<file path="src/rtl/nor_poll_pkg.sv">
package nor_poll_pkg;

    // Verdict code presented on result_o
    typedef enum logic [1:0] {
        RES_NONE = 2'd0,
        RES_OK   = 2'd1,
        RES_ERR  = 2'd2,
        RES_TMO  = 2'd3
    } poll_res_e;

    // Sequencer states
    typedef enum logic [2:0] {
        ST_IDLE  = 3'd0,
        ST_LOOP  = 3'd1,
        ST_A_RD1 = 3'd2,
        ST_A_RD2 = 3'd3,
        ST_B_RD1 = 3'd4,
        ST_B_RD2 = 3'd5
    } poll_state_e;

    // Outcome of comparing one pair of status reads
    typedef enum logic [1:0] {
        V_STABLE = 2'd0,
        V_PAIR_B = 2'd1,
        V_FAULT  = 2'd2,
        V_RETRY  = 2'd3
    } pair_verdict_e;

    // Status bits kept from the first read of a pair
    typedef struct packed {
        logic tog;
        logic fail;
    } stat_bits_t;

    function automatic logic is_read_state(poll_state_e s);
        return (s == ST_A_RD1) || (s == ST_A_RD2) ||
               (s == ST_B_RD1) || (s == ST_B_RD2);
    endfunction

endpackage

</file>
<file path="src/rtl/nor_poll_timer.sv">
module nor_poll_timer #(
    parameter int CNT_W = 16
) (
    input  logic             clk,
    input  logic             rst,
    input  logic             clear_i,
    input  logic             run_i,
    input  logic [CNT_W-1:0] limit_i,
    output logic             expired_o
);
    localparam logic [CNT_W-1:0] CNT_MAX = {CNT_W{1'b1}};

    logic [CNT_W-1:0] cnt_q;
    logic [CNT_W-1:0] lim_q;

    always_ff @(posedge clk) begin
        if (rst) begin
            cnt_q <= '0;
            lim_q <= '0;
        end else if (clear_i) begin
            cnt_q <= '0;
            lim_q <= limit_i;
        end else if (run_i && (cnt_q != CNT_MAX)) begin
            cnt_q <= cnt_q + 1'b1;
        end
    end

    always_comb begin
        if (lim_q == CNT_MAX)
            expired_o = 1'b0;
        else
            expired_o = (lim_q == '0) || (cnt_q > lim_q);
    end

    // elapsed count never moves backwards between clears
    p_cnt_monotone_r6: assert property (@(posedge clk) disable iff (rst)
        !clear_i |=> cnt_q >= $past(cnt_q));

    // the captured limit only changes on an accepted start
    p_lim_held_r9: assert property (@(posedge clk) disable iff (rst)
        !clear_i |=> $stable(lim_q));

endmodule

</file>
<file path="src/rtl/nor_poll_capture.sv">
module nor_poll_capture
    import nor_poll_pkg::*;
#(
    parameter int DATA_W   = 16,
    parameter int TOG_BIT  = 6,
    parameter int FAIL_BIT = 5
) (
    input  logic              clk,
    input  logic              rst,
    input  logic              load_i,
    input  logic [DATA_W-1:0] word_i,
    output stat_bits_t        bits_o
);
    stat_bits_t bits_q;

    always_ff @(posedge clk) begin
        if (rst)
            bits_q <= '0;
        else if (load_i)
            bits_q <= '{tog: word_i[TOG_BIT], fail: word_i[FAIL_BIT]};
    end

    assign bits_o = bits_q;

endmodule

</file>
<file path="src/rtl/nor_poll_judge.sv">
module nor_poll_judge
    import nor_poll_pkg::*;
#(
    parameter int DATA_W  = 16,
    parameter int TOG_BIT = 6
) (
    input  stat_bits_t        first_i,
    input  logic [DATA_W-1:0] second_i,
    input  logic              pair_b_i,
    output pair_verdict_e     verdict_o
);
    always_comb begin
        if (first_i.tog == second_i[TOG_BIT])
            verdict_o = V_STABLE;
        else if (!pair_b_i)
            verdict_o = V_PAIR_B;
        else if (first_i.fail)
            verdict_o = V_FAULT;
        else
            verdict_o = V_RETRY;
    end

endmodule

</file>
<file path="src/rtl/nor_status_poller.sv">
module nor_status_poller
    import nor_poll_pkg::*;
#(
    parameter int DATA_W   = 16,
    parameter int CNT_W    = 16,
    parameter int TOG_BIT  = 6,
    parameter int FAIL_BIT = 5
) (
    input  logic              clk,
    input  logic              rst,
    input  logic              start_i,
    input  logic [CNT_W-1:0]  tmo_limit_i,
    output logic              rd_req_o,
    input  logic              rd_ack_i,
    input  logic [DATA_W-1:0] rd_data_i,
    output logic              done_o,
    output logic [1:0]        result_o
);
    poll_state_e   state_q;
    poll_res_e     res_q;
    logic          done_q;
    logic          accept;
    logic          expired;
    logic          rd_done;
    logic          cap_load;
    stat_bits_t    first_bits;
    pair_verdict_e verdict;

    assign accept   = (state_q == ST_IDLE) && start_i;
    assign rd_req_o = is_read_state(state_q);
    assign rd_done  = rd_req_o && rd_ack_i;
    assign cap_load = rd_done && ((state_q == ST_A_RD1) || (state_q == ST_B_RD1));

    nor_poll_timer #(.CNT_W(CNT_W)) u_timer (
        .clk       (clk),
        .rst       (rst),
        .clear_i   (accept),
        .run_i     (state_q != ST_IDLE),
        .limit_i   (tmo_limit_i),
        .expired_o (expired)
    );

    nor_poll_capture #(.DATA_W(DATA_W), .TOG_BIT(TOG_BIT), .FAIL_BIT(FAIL_BIT)) u_cap (
        .clk    (clk),
        .rst    (rst),
        .load_i (cap_load),
        .word_i (rd_data_i),
        .bits_o (first_bits)
    );

    nor_poll_judge #(.DATA_W(DATA_W), .TOG_BIT(TOG_BIT)) u_judge (
        .first_i   (first_bits),
        .second_i  (rd_data_i),
        .pair_b_i  (state_q == ST_B_RD2),
        .verdict_o (verdict)
    );

    always_ff @(posedge clk) begin
        if (rst) begin
            state_q <= ST_IDLE;
            res_q   <= RES_NONE;
            done_q  <= 1'b0;
        end else begin
            unique case (state_q)
                ST_IDLE: begin
                    if (start_i) begin
                        state_q <= ST_LOOP;
                        res_q   <= RES_NONE;
                        done_q  <= 1'b0;
                    end
                end
                ST_LOOP: begin
                    if (expired) begin
                        state_q <= ST_IDLE;
                        res_q   <= RES_TMO;
                        done_q  <= 1'b1;
                    end else begin
                        state_q <= ST_A_RD1;
                    end
                end
                ST_A_RD1: if (rd_ack_i) state_q <= ST_A_RD2;
                ST_B_RD1: if (rd_ack_i) state_q <= ST_B_RD2;
                ST_A_RD2, ST_B_RD2: begin
                    if (rd_ack_i) begin
                        unique case (verdict)
                            V_STABLE: begin
                                state_q <= ST_IDLE;
                                res_q   <= RES_OK;
                                done_q  <= 1'b1;
                            end
                            V_FAULT: begin
                                state_q <= ST_IDLE;
                                res_q   <= RES_ERR;
                                done_q  <= 1'b1;
                            end
                            V_PAIR_B: state_q <= ST_B_RD1;
                            V_RETRY:  state_q <= ST_LOOP;
                            default:  state_q <= ST_LOOP;
                        endcase
                    end
                end
                default: state_q <= ST_IDLE;
            endcase
        end
    end

    assign done_o   = done_q;
    assign result_o = res_q;

    // an unacknowledged read keeps its request up
    p_req_hold_r2: assert property (@(posedge clk) disable iff (rst)
        rd_req_o && !rd_ack_i |=> rd_req_o);

    // once a verdict stands, no read is requested
    p_no_read_after_done_r6: assert property (@(posedge clk) disable iff (rst)
        done_o |-> !rd_req_o);

    // zero limit times out two cycles after the start
    p_zero_limit_r7: assert property (@(posedge clk) disable iff (rst)
        accept && (tmo_limit_i == '0) |=> ##1 (done_o && result_o == RES_TMO));

    // verdict holds while no new start arrives
    p_done_hold_r9: assert property (@(posedge clk) disable iff (rst)
        done_o && !start_i |=> done_o && $stable(result_o));

    // a shown verdict always carries a real code
    p_code_valid_r9: assert property (@(posedge clk) disable iff (rst)
        done_o |-> result_o != RES_NONE);

    // an accepted start withdraws the previous verdict
    p_start_clears_r9: assert property (@(posedge clk) disable iff (rst)
        accept |=> !done_o && result_o == RES_NONE);

endmodule

</file>
<file path="config.mk">
export PLATFORM = sky130hd
export DESIGN_NAME = nor_status_poller
export DESIGN_NICKNAME = d
export VERILOG_FILES = /design/src/rtl/nor_poll_pkg.sv /design/src/rtl/nor_poll_timer.sv /design/src/rtl/nor_poll_capture.sv /design/src/rtl/nor_poll_judge.sv /design/src/rtl/nor_status_poller.sv
export SDC_FILE = /design/constraint.sdc
export NUM_CORES = 1
export LEC_CHECK = 0
export ABC_AREA = 1
export BUFFER_PORTS_ARGS = -buffer_cell sky130_fd_sc_hd__buf_4
export CORE_UTILIZATION = 40
export DETAILED_ROUTE_END_ITERATION = 16
export GPL_ROUTABILITY_DRIVEN = 0
export SLEW_MARGIN = 20
export SYNTH_ARGS = -nofsm -noshare
export SYNTH_HDL_FRONTEND = slang
export SYNTH_SLANG_ARGS = --single-unit
</file>
<file path="constraint.sdc">
create_clock -name clk -period 3 [get_ports clk]
set_input_delay 0.3 -clock clk [delete_from_list [all_inputs] [get_ports clk]]
set_output_delay 0.3 -clock clk [all_outputs]
set_load 0.02 [all_outputs]
</file>
==> results of run 1 <==
[cells by family after synthesis]
family                     Yosys count  synth area share
buffers and inverters               59             0.105
and+or+nand+nor                    132             0.281
DFF                                 40             0.348
AOI/OAI and AO/OA                   69             0.154
xor gates and xnor gates             5            0.0190
adders and majority gates           17            0.0925
[registers in the layout (all words and copies together), names as in the netlist]
signal         flops
state_q            3
u_timer.cnt_q     16
result_o           2
done_o             1
u_cap.bits_o       2
u_timer.lim_q     16
[cell type report]
cell class,instances,area [um2],share of cell area
inverter,52,200,0.0760
sequential,40,801,0.304
clock buffer,8,90.1,0.0342
multi-input combinational,223,1260,0.477
tap,72,90.1,0.0342
timing repair buffer,26,195,0.0741
[worst max-delay path by stage]
stage / to / slack (ns) / cells past startpoint
2_1_floorplan: state_q[1]$_SDFFE_PP0P_ / 1.51 / 13
4_1_cts: u_timer.cnt_q[4]$_SDFFE_PP0P_ / 1.08 / 10
6_report: u_timer.cnt_q[4]$_SDFFE_PP0P_ / 1.11 / 10
3_5_place_dp: u_timer.cnt_q[4]$_SDFFE_PP0P_ / 1.09 / 10
3_3_place_gp: u_timer.cnt_q[4]$_SDFFE_PP0P_ / 1.11 / 10
5_1_grt: u_timer.cnt_q[4]$_SDFFE_PP0P_ / 0.80 / 10
[power groups by stage]
stage	clock [mW]	combinational (mW)	sequential, mW
4_1_cts	0.381	0.457	0.638
5_1_grt	0.403	0.524	0.647
3_3_place_gp	0	0.450	0.651
6_report	0.371	0.449	0.639
3_5_place_dp	0	0.456	0.650
2_1_floorplan	0	0.329	0.654
[stage by stage]
| stage | util | setup WS (ns) |
|---|---|---|
| finish | 0.475 | 1.11 |
| global route | 0.475 | 0.800 |
| CTS | 0.475 | 1.08 |
| detailed placement | 0.459 | 1.09 |
| global placement | 0.459 | 1.11 |
| floorplan | - | 1.51 |
[layout by cell type, fill, tap and decap left out, drive strengths merged]
| cell | n |
|---|---|
| nand2 | 62 |
| inv | 51 |
| dfxtp | 40 |
| a21oi | 39 |
| nor2 | 34 |
| o21ai | 28 |
| buf | 26 |
| ha | 17 |
| nand3 | 11 |
| nor4 | 8 |
| clkbuf | 8 |
| nor3 | 7 |
| nand4 | 5 |
| xor2 | 3 |
| or2 | 3 |
| xnor2 | 2 |
| clkinv | 1 |
| a21o | 1 |
| and3 | 1 |
| o31ai | 1 |
| nor3b | 1 |
[per-layer routing]
metal / vias to the layer above / wire length, um / track usage
li1: 1099 / - / -
met1: 865 / 2420 / 0.225
met2: 34 / 1990 / 0.268
met3: 7 / 201 / 0.0353
met4: 0 / 75 / 0.0679
met5: - / 0 / 0
[cells in the mapped netlist (all sizes together)]
cell type  number
nand2          62
inv            51
dfxtp          40
a21oi          39
nor2           34
o21ai          28
ha             17
nand3          11
nor4            8
nor3            7
nand4           5
buf             4
clkbuf          3
or2             3
xor2            3
xnor2           2
a21o            1
and3            1
clkinv          1
nor3b           1
o31ai           1
==> flow_summary.html, run 1 <==
<table>
<tr><th>Metric</th><th>Value</th></tr>
<tr><th colspan="2">Run status</th></tr>
<tr><td>Status</td><td>finished clean</td></tr>
<tr><th colspan="2">Setup path</th></tr>
<tr><td>Launching element of the worst setup path</td><td>state_q[2]$_SDFFE_PP0P_</td></tr>
<tr><td>CP cell instances</td><td>nor2_2 &gt; inv_2 &gt; nor2_2 &gt; clkinv_4 &gt; nor2_4 &gt; inv_2 &gt; nand2_2 &gt; inv_1 &gt; o21ai_0 &gt; a21oi_1</td></tr>
<tr><td>Critical path's top delay family</td><td>buffers and inverters</td></tr>
<tr><td>Biggest cell delay along the critical path</td><td>0.47 ns</td></tr>
<tr><td>CP arrival</td><td>2.12 ns</td></tr>
<tr><td>Critical path startpoint category</td><td>flop</td></tr>
<tr><td>Required time of the worst setup path</td><td>3.23 ns</td></tr>
<tr><td>RR Startpoint</td><td>state_q[2]$_SDFFE_PP0P_</td></tr>
<tr><td>Type of the setup path with the least slack</td><td>flop to flop</td></tr>
<tr><td>Max FO, Critical Path</td><td>33</td></tr>
<tr><td>Depth of the worst register-to-register path</td><td>10</td></tr>
<tr><td>Buffers plus inverters on the worst setup path</td><td>4</td></tr>
<tr><td>Slack of the worst reg-to-reg path</td><td>1.11 ns</td></tr>
<tr><td>Worst r2r dst</td><td>u_timer.cnt_q[4]$_SDFFE_PP0P_</td></tr>
<tr><td>Library cell contributing the largest single delay on the critical path</td><td>sky130_fd_sc_hd__dfxtp_1</td></tr>
<tr><td>Setup crit end kind</td><td>flop</td></tr>
<tr><th colspan="2">Timing</th></tr>
<tr><td>Maximum clock skew at final layout</td><td>0.00157 ns</td></tr>
<tr><td>Upper clock frequency limit</td><td>530 MHz</td></tr>
<tr><td>Final hold slack</td><td>0.184 ns</td></tr>
<tr><td>Share of the clock period used by the worst path after layout</td><td>0.629</td></tr>
<tr><td>Setup_tns</td><td>0 ns</td></tr>
<tr><td>RSZ-0062 raised after global routing</td><td>no</td></tr>
<tr><td>Number of hold-slack violations in the final timing report</td><td>0</td></tr>
<tr><td>Count of endpoints failing setup in the final report</td><td>0</td></tr>
<tr><td>Max-Slew Margin vs Limit</td><td>0.684</td></tr>
<tr><td>Actual slew at the worst max-slew pin</td><td>0.473 ns</td></tr>
<tr><td>Final critical path time including I/O delays and setup</td><td>~1.9 ns</td></tr>
<tr><td>Number of max-slew violations in the final report</td><td>0</td></tr>
<tr><th colspan="2">Die</th></tr>
<tr><td>Initial Utilization</td><td>0.415</td></tr>
<tr><td>Die Area</td><td>6060 um2</td></tr>
<tr><td>Num ports</td><td>40</td></tr>
<tr><td>Std cell rows</td><td>27</td></tr>
<tr><td>Die width</td><td>77.8 um</td></tr>
<tr><td>Floorplan Core Area</td><td>5540 um2</td></tr>
<tr><td>Die Y-Extent</td><td>77.8 um</td></tr>
<tr><th colspan="2">Clock tree</th></tr>
<tr><td>Clock tree from TritonCTS</td><td>built</td></tr>
<tr><td># hold bufs at CTS</td><td>0</td></tr>
<tr><td>Number of levels in the clock H-tree</td><td>2</td></tr>
<tr><td>Root cell of the clock tree</td><td>sky130_fd_sc_hd__clkbuf_8</td></tr>
<tr><td>Number of post-CTS setup repair buffers</td><td>0</td></tr>
<tr><td>Clock slew seen by the registers of the worst setup and hold paths</td><td>0.07 ns</td></tr>
<tr><td>Post-cts resize count</td><td>0</td></tr>
<tr><td>CTS Buf Count</td><td>5</td></tr>
<tr><td>Max clock buf depth</td><td>2</td></tr>
<tr><td>Clk_lat worst skew</td><td>0.29 ns</td></tr>
<tr><td>Number of clock sinks</td><td>40</td></tr>
<tr><th colspan="2">Placement</th></tr>
<tr><td>Post-DP Area</td><td>2540 um2</td></tr>
<tr><td>Post-Place Cells</td><td>~410</td></tr>
<tr><td>Port bufs</td><td>25</td></tr>
<tr><td>Detailed placement HPWL</td><td>around 3600 um</td></tr>
<tr><th colspan="2">Min path</th></tr>
<tr><td>Type of the tightest min-delay check</td><td>input pin to flop</td></tr>
<tr><td>Worst hold path depth</td><td>2</td></tr>
<tr><td>Endpoint with the worst hold slack</td><td>state_q[2]$_SDFFE_PP0P_</td></tr>
<tr><td>Min-delay src</td><td>rst</td></tr>
<tr><th colspan="2">Power and ir drop</th></tr>
<tr><td>Share of power burned in the clock network</td><td>0.254</td></tr>
<tr><td>Design Power</td><td>1.46 mW</td></tr>
<tr><td>PD cells</td><td>554 nW/um2</td></tr>
<tr><td>Share of total power in sequential cells</td><td>0.438</td></tr>
<tr><td>Switching power total</td><td>0.515 mW</td></tr>
<tr><td>Power share of the combinational group</td><td>0.308</td></tr>
<tr><td>Static leakage</td><td>between 1 and 1.5 nW</td></tr>
<tr><td>Switching portion of total power</td><td>0.353</td></tr>
<tr><td>Maximum ir drop on the vdd rail</td><td>0.338 mV</td></tr>
<tr><td>Design internal power</td><td>0.944 mW</td></tr>
<tr><th colspan="2">Cells and area</th></tr>
<tr><td>Total non-filler cell area in the finished layout</td><td>between 2000 and 3000 um2</td></tr>
<tr><td>Antenna fix cells</td><td>0</td></tr>
<tr><td>Fraction of layout cells with a size suffix above 1</td><td>0.155</td></tr>
<tr><td>Layout Cells excl Fill</td><td>about 420</td></tr>
<tr><td>Layout overhead on the synthesized area</td><td>14.5%</td></tr>
<tr><td>Final #Nets</td><td>about 400</td></tr>
<tr><td>Filler Cells Inserted</td><td>about 580</td></tr>
<tr><th colspan="2">Yosys</th></tr>
<tr><td>Post-synthesis cell type count</td><td>35</td></tr>
<tr><td>Synth top area share</td><td>0.348</td></tr>
<tr><td>Average footprint of a synthesized cell</td><td>7.14 um2</td></tr>
<tr><td>Synthesis warning total</td><td>0</td></tr>
<tr><td>Number of storage elements in the synthesis netlist</td><td>40</td></tr>
<tr><td>Net count after synthesis</td><td>375</td></tr>
<tr><td>Syn Std Cell Area</td><td>2300 um2</td></tr>
<tr><td>Library cell with the largest summed area after synthesis</td><td>sky130_fd_sc_hd__dfxtp_1</td></tr>
<tr><td>Main area contributors after synthesis</td><td>sky130_fd_sc_hd__dfxtp_1 (35%), sky130_fd_sc_hd__nand2_1 (9.8%), sky130_fd_sc_hd__ha_1 (9.2%), sky130_fd_sc_hd__a21oi_1 (8.5%), sky130_fd_sc_hd__inv_1 (7.8%)</td></tr>
<tr><td>Sequential-to-total area share from yosys stat</td><td>0.348</td></tr>
<tr><td>Post-Syn Instances</td><td>322</td></tr>
<tr><th colspan="2">Detailed routing</th></tr>
<tr><td>Vias</td><td>roughly 2000</td></tr>
<tr><td>Drt pass-1 iters</td><td>4</td></tr>
<tr><td>Routed len/inst</td><td>11.1 um</td></tr>
<tr><td>Routed via count divided by cell count</td><td>4.76</td></tr>
<tr><td>Number of antenna-violating nets in the routed design</td><td>0</td></tr>
<tr><td>DRC violation count after routing</td><td>0</td></tr>
<tr><td>DRC marker count from the first detailed-route iteration</td><td>56</td></tr>
<tr><td>Total Wirelength</td><td>4690 um</td></tr>
<tr><th colspan="2">GRT</th></tr>
<tr><td>Grt total ovfl</td><td>0</td></tr>
<tr><td>Total global-route track usage</td><td>0.170</td></tr>
<tr><td>Initial antenna violation count</td><td>0</td></tr>
<tr><td>Number of global-route vias before repair</td><td>~1800</td></tr>
<tr><td>Pin count of the biggest net entering global routing</td><td>34</td></tr>
<tr><td>Wire length of the first global-routing pass</td><td>8080 um</td></tr>
<tr><th colspan="2">Flow run</th></tr>
<tr><td>Max_cap viols</td><td>0</td></tr>
</table>
(Power assumes the default switching activity.)
==> inputs of run 2 (changes only) <==
- ABC_AREA: 1 -> 0
- clock period: 3 -> 1.6 ns (I/O delays scaled with it)
==> flow_summary.html, run 2 <==
<table>
<tr><th>Metric</th><th>Value</th></tr>
<tr><th colspan="2">Run status</th></tr>
<tr><td>Status</td><td>finished with violations</td></tr>
<tr><td>Violated checks</td><td>setup timing</td></tr>
<tr><th colspan="2">Die</th></tr>
<tr><td>Die width</td><td>76.0 um</td></tr>
<tr><td>Die Area</td><td>5770 um2</td></tr>
<tr><td>Num ports</td><td>40</td></tr>
<tr><td>Die Y-Extent</td><td>76.0 um</td></tr>
<tr><td>Floorplan Core Area</td><td>5170 um2</td></tr>
<tr><td>Initial Utilization</td><td>0.423</td></tr>
<tr><td>Std cell rows</td><td>26</td></tr>
<tr><th colspan="2">GRT</th></tr>
<tr><td>Grt total ovfl</td><td>0</td></tr>
<tr><td>Pin count of the biggest net entering global routing</td><td>25</td></tr>
<tr><td>Number of global-route vias before repair</td><td>2142</td></tr>
<tr><td>Initial antenna violation count</td><td>0</td></tr>
<tr><td>Total global-route track usage</td><td>0.210</td></tr>
<tr><td>Wire length of the first global-routing pass</td><td>9660 um</td></tr>
<tr><th colspan="2">Detailed routing</th></tr>
<tr><td>DRC marker count from the first detailed-route iteration</td><td>67</td></tr>
<tr><td>Total Wirelength</td><td>5780 um</td></tr>
<tr><td>Routed via count divided by cell count</td><td>5.17</td></tr>
<tr><td>Vias</td><td>between 2000 and 2500</td></tr>
<tr><td>Drt pass-1 iters</td><td>4</td></tr>
<tr><td>Number of antenna-violating nets in the routed design</td><td>0</td></tr>
<tr><td>Routed len/inst</td><td>13.7 um</td></tr>
<tr><td>DRC violation count after routing</td><td>0</td></tr>
<tr><th colspan="2">Timing</th></tr>
<tr><td>Setup_tns</td><td>-2.12 ns</td></tr>
<tr><td>Count of endpoints failing setup in the final report</td><td>12</td></tr>
<tr><td>Final critical path time including I/O delays and setup</td><td>1.90 ns</td></tr>
<tr><td>RSZ-0062 raised after global routing</td><td>yes</td></tr>
<tr><td>Actual slew at the worst max-slew pin</td><td>0.470 ns</td></tr>
<tr><td>Number of hold-slack violations in the final timing report</td><td>0</td></tr>
<tr><td>Maximum clock skew at final layout</td><td>0.00627 ns</td></tr>
<tr><td>Share of the clock period used by the worst path after layout</td><td>1.19</td></tr>
<tr><td>Number of max-slew violations in the final report</td><td>0</td></tr>
<tr><td>Slack of the critical path</td><td>-0.301 ns</td></tr>
<tr><td>Upper clock frequency limit</td><td>around 530 MHz</td></tr>
<tr><td>Max-Slew Margin vs Limit</td><td>0.684</td></tr>
<tr><td>Final hold slack</td><td>0.103 ns</td></tr>
<tr><th colspan="2">Yosys</th></tr>
<tr><td>Average footprint of a synthesized cell</td><td>8.10 um2</td></tr>
<tr><td>Synthesis warning total</td><td>0</td></tr>
<tr><td>Count of flip-flops with a built-in enable after synthesis</td><td>0</td></tr>
<tr><td>Commonest register cell after synthesis</td><td>sky130_fd_sc_hd__dfxtp_1</td></tr>
<tr><td>Post-synthesis cell type count</td><td>42</td></tr>
<tr><td>Sequential-to-total area share from yosys stat</td><td>0.366</td></tr>
<tr><td>Post-Syn Instances</td><td>270</td></tr>
<tr><td>Net count after synthesis</td><td>around 320</td></tr>
<tr><td>Main area contributors after synthesis</td><td>sky130_fd_sc_hd__dfxtp_1 (37%), sky130_fd_sc_hd__ha_1 (9.7%), sky130_fd_sc_hd__nand2_1 (7.5%), sky130_fd_sc_hd__a21oi_1 (6.9%), sky130_fd_sc_hd__xor2_1 (5.2%)</td></tr>
<tr><td>Number of storage elements in the synthesis netlist</td><td>40</td></tr>
<tr><td>Async SR Flop Fraction</td><td>0</td></tr>
<tr><td>Syn Std Cell Area</td><td>2190 um2</td></tr>
<tr><td>Synth top area share</td><td>0.366</td></tr>
<tr><td>Most frequently used cell type in the post-synthesis netlist</td><td>sky130_fd_sc_hd__nand2_1</td></tr>
<tr><td>Library cell with the largest summed area after synthesis</td><td>sky130_fd_sc_hd__dfxtp_1</td></tr>
<tr><td>Leading post-synthesis cells by instance count</td><td>sky130_fd_sc_hd__nand2_1 (44), sky130_fd_sc_hd__dfxtp_1 (40), sky130_fd_sc_hd__a21oi_1 (30), sky130_fd_sc_hd__nor2_1 (23), sky130_fd_sc_hd__inv_1 (18)</td></tr>
<tr><th colspan="2">Clock tree</th></tr>
<tr><td>Clock slew seen by the registers of the worst setup and hold paths</td><td>0.08 ns</td></tr>
<tr><td>Root cell of the clock tree</td><td>sky130_fd_sc_hd__clkbuf_8</td></tr>
<tr><td>Number of clock sinks</td><td>40</td></tr>
<tr><td>CTS Buf Count</td><td>5</td></tr>
<tr><td>Clk_lat worst skew</td><td>slightly below 0.3 ns</td></tr>
<tr><td>Max clock buf depth</td><td>2</td></tr>
<tr><td># hold bufs at CTS</td><td>0</td></tr>
<tr><td>Clock tree from TritonCTS</td><td>built</td></tr>
<tr><td>Number of levels in the clock H-tree</td><td>2</td></tr>
<tr><th colspan="2">Setup path</th></tr>
<tr><td>Launching element of the worst setup path</td><td>u_timer.cnt_q[15]$_SDFFE_PP0P_</td></tr>
<tr><td>Depth of the worst register-to-register path</td><td>7</td></tr>
<tr><td>Required time of the worst setup path</td><td>1.79 ns</td></tr>
<tr><td>Max FO, Critical Path</td><td>3</td></tr>
<tr><td>Slack of the worst reg-to-reg path</td><td>-0.30 ns</td></tr>
<tr><td>Setup crit end kind</td><td>flop</td></tr>
<tr><td>CP arrival</td><td>2.09 ns</td></tr>
<tr><td>Worst r2r dst</td><td>done_o$_SDFFE_PP0P_</td></tr>
<tr><td>Type of the setup path with the least slack</td><td>flop to flop</td></tr>
<tr><td>Critical path startpoint category</td><td>flop</td></tr>
<tr><td>RR Startpoint</td><td>u_timer.cnt_q[15]$_SDFFE_PP0P_</td></tr>
<tr><td>Worst setup endpoint</td><td>done_o$_SDFFE_PP0P_</td></tr>
<tr><th colspan="2">Cells and area</th></tr>
<tr><td>Biggest registers after layout</td><td>u_timer.cnt_q x16, u_timer.lim_q x16, state_q x3</td></tr>
<tr><td>Layout overhead on the synthesized area</td><td>51.6%</td></tr>
<tr><td>Fraction of layout cells with a size suffix above 1</td><td>0.430</td></tr>
<tr><td>Commonest non-fill, non-tap cell in the layout</td><td>sky130_fd_sc_hd__buf_4</td></tr>
<tr><td>Final #Nets</td><td>403</td></tr>
<tr><td>Layout Cells excl Fill</td><td>roughly 420</td></tr>
<tr><td>Antenna fix cells</td><td>0</td></tr>
<tr><td>Filler Cells Inserted</td><td>between 400 and 500</td></tr>
<tr><td>Top library cells by usage in the layout, fill and taps aside</td><td>sky130_fd_sc_hd__buf_4 (73), sky130_fd_sc_hd__nand2_1 (41), sky130_fd_sc_hd__a21oi_1 (26), sky130_fd_sc_hd__dfxtp_1 (26), sky130_fd_sc_hd__nor2_1 (22)</td></tr>
<tr><th colspan="2">Min path</th></tr>
<tr><td>Type of the tightest min-delay check</td><td>input pin to flop</td></tr>
<tr><th colspan="2">Power and ir drop</th></tr>
<tr><td>PD cells</td><td>just over 800 nW/um2</td></tr>
<tr><td>Maximum ir drop on the vdd rail</td><td>0.550 mV</td></tr>
<tr><td>Static leakage</td><td>1.36 nW</td></tr>
<tr><th colspan="2">Placement</th></tr>
<tr><td>Post-Place Cells</td><td>slightly above 400</td></tr>
<tr><td>Port bufs</td><td>25</td></tr>
<tr><td>Detailed placement HPWL</td><td>3930 um</td></tr>
<tr><th colspan="2">Flow run</th></tr>
<tr><td>Max_cap viols</td><td>0</td></tr>
</table>
[run 2: cell count changes after synthesis, sizes merged, moves of 8 or more]
cell | before | now
a21oi | 39 | 31
inv | 51 | 18
nand2 | 62 | 44
nor2 | 34 | 24
o21ai | 28 | 2
xor2 | 3 | 13
[run 2: kinds of logic (layout without fill, tap and decap cells)]
group | count (synthesis) | count (layout) | synth area share
flops | 40 | 40 | 0.366
buf+inv | 29 | 110 | 0.0537
xor+xnor | 16 | 16 | 0.0640
compound gates | 52 | 52 | 0.154
fa+ha+maj | 18 | 18 | 0.102
simple gates | 112 | 112 | 0.247
mux | 3 | 3 | 0.0137
[run 2: cell type report]
class	count	area, um2	share of cell area
Timing Repair Buffer	84	681	0.205
Inverter	18	67.6	0.0204
Tap cell	70	87.6	0.0264
Sequential cell	40	823	0.248
Multi-Input combinational cell	201	1570	0.473
Clock buffer	8	90.1	0.0271
[run 2: how the worst min path moves through the flow]
| stage | start | endpoint | slack, ns | depth (start not counted) |
|---|---|---|---|---|
| 2_1_floorplan | tmo_limit_i[11] | u_timer.lim_q[11]$_SDFFE_PP0P_ | 0.29 | 2 |
| 3_3_place_gp | rd_data_i[5] | u_cap.bits_o[0]$_SDFFE_PP0P_ | 0.41 | 3 |
| 3_5_place_dp | tmo_limit_i[11] | u_timer.lim_q[11]$_SDFFE_PP0P_ | 0.41 | 3 |
| 4_1_cts | tmo_limit_i[11] | u_timer.lim_q[11]$_SDFFE_PP0P_ | 0.1 | 3 |
| 5_1_grt | tmo_limit_i[11] | u_timer.lim_q[11]$_SDFFE_PP0P_ | 0.09 | 3 |
| 6_report | tmo_limit_i[7] | u_timer.lim_q[7]$_SDFFE_PP0P_ | 0.10 | 3 |
[run 2: critical path, stage by stage (launching register included)]
cell                       delay (ns)
sky130_fd_sc_hd__dfxtp_1         0.41
sky130_fd_sc_hd__ha_4            0.24
sky130_fd_sc_hd__a21oi_1         0.15
sky130_fd_sc_hd__o221a_2         0.24
sky130_fd_sc_hd__o311ai_4        0.13
sky130_fd_sc_hd__o31ai_4         0.32
sky130_fd_sc_hd__a21oi_2         0.10
sky130_fd_sc_hd__o21ba_2         0.21
[run 2: repair_timing]
action / 4_1_cts / 5_1_grt
resized for setup: 39 / 26
pin swaps: 27 / 20
setup buffers: 8 / 3
setup endpoints to repair: 18 / 22
[run 2: per-layer routing]
layer | wire [um] | GRT usage | up-vias
met2 | 3090 | 0.382 | 30
li1 | - | - | 1105
met3 | 166 | 0.0398 | 5
met4 | 74 | 0.0750 | 0
met1 | 2440 | 0.244 | 1036
met5 | 0 | 0 | -
[run 2: per-stage QoR]
| step | setup WS [ns] | power (mW) | util | instance area, um2 |
|---|---|---|---|---|
| detailed placement | -0.380 | 1.86 | 0.551 | 2850 |
| floorplan | -0.162 | 1.56 | - | 2230 |
| CTS | -0.241 | 2.69 | 0.619 | 3200 |
| global placement | -0.314 | 1.85 | 0.551 | 2850 |
| finish | -0.301 | 2.72 | 0.642 | 3320 |
| global route | -0.382 | 2.88 | 0.642 | 3320 |
[run 2: report_power, final]
| part | internal [mW] | switching, mW | leakage [nW] | total [mW] |
|---|---|---|---|---|
| Clock | 0.352 | 0.348 | 0.0455 | 0.700 |
| Combinational | 0.442 | 0.463 | 0.982 | 0.905 |
| Sequential | 1.07 | 0.0454 | 0.333 | 1.11 |
==> inputs of run 3 (changes only) <==
- BUFFER_PORTS_ARGS: -buffer_cell sky130_fd_sc_hd__buf_4 -> unset
- DONT_BUFFER_PORTS: unset -> 1
==> flow_summary.html, run 3 (synthesis results as in run 2) <==
<table>
<tr><th>Metric</th><th>Value</th></tr>
<tr><th colspan="2">Run status</th></tr>
<tr><td>Status</td><td>finished with violations</td></tr>
<tr><td>Violated checks</td><td>setup timing</td></tr>
<tr><th colspan="2">Cells and area</th></tr>
<tr><td>Antenna fix cells</td><td>0</td></tr>
<tr><td>Top library cells by usage in the layout, fill and taps aside</td><td>sky130_fd_sc_hd__buf_4 (43), sky130_fd_sc_hd__nand2_1 (41), sky130_fd_sc_hd__a21oi_1 (26)</td></tr>
<tr><td>Commonest non-fill, non-tap cell in the layout</td><td>sky130_fd_sc_hd__buf_4</td></tr>
<tr><td>Fraction of layout cells with a size suffix above 1</td><td>0.389</td></tr>
<tr><td>Final core area utilization</td><td>0.632</td></tr>
<tr><td>Biggest registers after layout</td><td>u_timer.cnt_q x16, u_timer.lim_q x16, state_q x3</td></tr>
<tr><td>Layout overhead on the synthesized area</td><td>49.4%</td></tr>
<tr><td>Layout Cells excl Fill</td><td>404</td></tr>
<tr><td>Final #Nets</td><td>386</td></tr>
<tr><th colspan="2">Timing</th></tr>
<tr><td>Final critical path time including I/O delays and setup</td><td>1.95 ns</td></tr>
<tr><td>RSZ-0062 raised after global routing</td><td>yes</td></tr>
<tr><td>Count of endpoints failing setup in the final report</td><td>13</td></tr>
<tr><td>Setup_tns</td><td>-2.45 ns</td></tr>
<tr><td>Share of the clock period used by the worst path after layout</td><td>1.22</td></tr>
<tr><td>Number of hold-slack violations in the final timing report</td><td>0</td></tr>
<tr><td>Max-Slew Margin vs Limit</td><td>0.507</td></tr>
<tr><td>Number of max-slew violations in the final report</td><td>0</td></tr>
<tr><td>Slack of the critical path</td><td>-0.347 ns</td></tr>
<tr><td>Actual slew at the worst max-slew pin</td><td>0.737 ns</td></tr>
<tr><td>Upper clock frequency limit</td><td>514 MHz</td></tr>
<tr><td>Maximum clock skew at final layout</td><td>between 0.006 and 0.007 ns</td></tr>
<tr><th colspan="2">Placement</th></tr>
<tr><td>Detailed placement HPWL</td><td>3800 um</td></tr>
<tr><td>Post-Place Cells</td><td>376</td></tr>
<tr><td>Port bufs</td><td>0</td></tr>
<tr><td>Worst setup slack before clock tree synthesis</td><td>-0.433 ns</td></tr>
<tr><th colspan="2">GRT</th></tr>
<tr><td>Pin count of the biggest net entering global routing</td><td>21</td></tr>
<tr><td>Total global-route track usage</td><td>0.199</td></tr>
<tr><td>Grt total ovfl</td><td>0</td></tr>
<tr><td>Initial antenna violation count</td><td>0</td></tr>
<tr><td>Wire length of the first global-routing pass</td><td>between 9000 and 10000 um</td></tr>
<tr><td>Number of global-route vias before repair</td><td>2061</td></tr>
<tr><th colspan="2">Detailed routing</th></tr>
<tr><td>DRC violation count after routing</td><td>0</td></tr>
<tr><td>Number of antenna-violating nets in the routed design</td><td>0</td></tr>
<tr><td>DRC marker count from the first detailed-route iteration</td><td>85</td></tr>
<tr><td>Routed len/inst</td><td>14.4 um</td></tr>
<tr><td>Total Wirelength</td><td>5810 um</td></tr>
<tr><td>Vias</td><td>2092</td></tr>
<tr><td>Routed via count divided by cell count</td><td>5.18</td></tr>
<tr><td>Drt pass-1 iters</td><td>4</td></tr>
<tr><th colspan="2">Die</th></tr>
<tr><td>Initial Utilization</td><td>0.423</td></tr>
<tr><td>Floorplan Core Area</td><td>5170 um2</td></tr>
<tr><td>Die width</td><td>76.0 um</td></tr>
<tr><td>Num ports</td><td>40</td></tr>
<tr><td>Std cell rows</td><td>26</td></tr>
<tr><td>Die Area</td><td>approximately 5800 um2</td></tr>
<tr><td>Die Y-Extent</td><td>between 70 and 80 um</td></tr>
<tr><th colspan="2">Min path</th></tr>
<tr><td>Type of the tightest min-delay check</td><td>input pin to flop</td></tr>
<tr><td>Endpoint with the worst hold slack</td><td>u_timer.lim_q[15]$_SDFFE_PP0P_</td></tr>
<tr><td>Worst hold path depth</td><td>2</td></tr>
<tr><td>Min-delay src</td><td>tmo_limit_i[15]</td></tr>
<tr><th colspan="2">Flow run</th></tr>
<tr><td>Max_cap viols</td><td>0</td></tr>
<tr><th colspan="2">Setup path</th></tr>
<tr><td>Slack of the worst reg-to-reg path</td><td>-0.35 ns</td></tr>
<tr><td>Biggest cell delay along the critical path</td><td>0.34 ns</td></tr>
<tr><td>Launching element of the worst setup path</td><td>u_timer.lim_q[11]$_SDFFE_PP0P_</td></tr>
<tr><td>Critical path startpoint category</td><td>flop</td></tr>
<tr><td>Setup crit end kind</td><td>flop</td></tr>
<tr><td>CP cell instances</td><td>buf_4 &gt; nor4_1 &gt; nand4_1 &gt; a31oi_2 &gt; o31ai_4 &gt; a21oi_2 &gt; o21ba_2</td></tr>
<tr><td>Worst r2r dst</td><td>done_o$_SDFFE_PP0P_</td></tr>
<tr><td>Depth of the worst register-to-register path</td><td>7</td></tr>
<tr><td>Max FO, Critical Path</td><td>3</td></tr>
<tr><td>Library cell contributing the largest single delay on the critical path</td><td>sky130_fd_sc_hd__nor4_1</td></tr>
<tr><td>Type of the setup path with the least slack</td><td>flop to flop</td></tr>
<tr><td>RR Startpoint</td><td>u_timer.lim_q[11]$_SDFFE_PP0P_</td></tr>
<tr><td>Buffers plus inverters on the worst setup path</td><td>1</td></tr>
<tr><td>CP arrival</td><td>2.19 ns</td></tr>
<tr><td>Required time of the worst setup path</td><td>1.84 ns</td></tr>
<tr><td>Critical path's top delay family</td><td>compound AO/OA/AOI/OAI gates</td></tr>
<tr><th colspan="2">Clock tree</th></tr>
<tr><td>CTS Buf Count</td><td>5</td></tr>
<tr><td>Root cell of the clock tree</td><td>sky130_fd_sc_hd__clkbuf_8</td></tr>
<tr><td>Clk_lat worst skew</td><td>0.30 ns</td></tr>
<tr><td>Number of levels in the clock H-tree</td><td>2</td></tr>
<tr><td>Clock tree from TritonCTS</td><td>built</td></tr>
<tr><td>Max clock buf depth</td><td>2</td></tr>
<tr><td>Clock slew seen by the registers of the worst setup and hold paths</td><td>0.08 ns</td></tr>
<tr><td>Number of clock sinks</td><td>40</td></tr>
<tr><th colspan="2">Power and ir drop</th></tr>
<tr><td>Static leakage</td><td>around 1.3 nW</td></tr>
<tr><td>Design Power</td><td>2.86 mW</td></tr>
<tr><td>PD cells</td><td>875 nW/um2</td></tr>
<tr><td>Maximum ir drop on the vdd rail</td><td>0.565 mV</td></tr>
</table>
## run 3: cell count changes in the layout (fill, tap and decap cells not counted), sizes merged
cell         before  now
dlygate4sd3       0   15
clkbuf            8    7
bufinv            0    1
buf              84   52
## run 3: routing by layer
layer | track usage | vias up | share of wire
met2 | 0.371 | 24 | 0.55
met5 | 0 | - | 0
met4 | 0.0577 | 0 | 0.011
met1 | 0.227 | 996 | 0.42
met3 | 0.0398 | 5 | 0.025
li1 | - | 1067 | -
## run 3: metrics by stage
step / hold WS, ns / instance area, um2
floorplan: 0.288 / 2230
global placement: 0.226 / 2630
detailed placement: 0.228 / 2630
CTS: 0.0000604 / 3190
global route: 0.00199 / 3270
finish: 0.00201 / 3270
## run 3: worst max-delay path by stage
| stage | end | depth (start not counted) |
|---|---|---|
| 6_report | done_o$_SDFFE_PP0P_ | 7 |
| 5_1_grt | result_o[1]$_SDFFE_PP0P_ | 7 |
| 4_1_cts | done_o$_SDFFE_PP0P_ | 8 |
| 3_5_place_dp | result_o[0]$_SDFFE_PP0P_ | 8 |
| 3_3_place_gp | done_o$_SDFFE_PP0P_ | 8 |
| 2_1_floorplan | done_o$_SDFFE_PP0P_ | 8 |
## run 3: report_power, final
group          internal [mW]  switching, mW  total, mW
Combinational          0.372          0.431      0.804
Sequential              1.07         0.0673       1.14
Clock                  0.551          0.371      0.922
## run 3: repair_timing
item                                    in CTS  in global routing
gates cloned                                 0                  0
hold buffers                                15                  0
buffers inserted                             5                  3
pin swaps                                   29                 18
endpoints found under the setup margin      19                 19
hold endpoints to repair                    20                  0
gates resized for setup                     52                 20
## run 3: area by class of cell
class	instances	area, um2
repair buffers	67	583
fillers	412	1900
inverters	18	67.6
clock inverters	1	30.0
flip-flops and latches	40	836
well taps	70	87.6
multi-input cells	201	1570
clock buffers	7	96.3
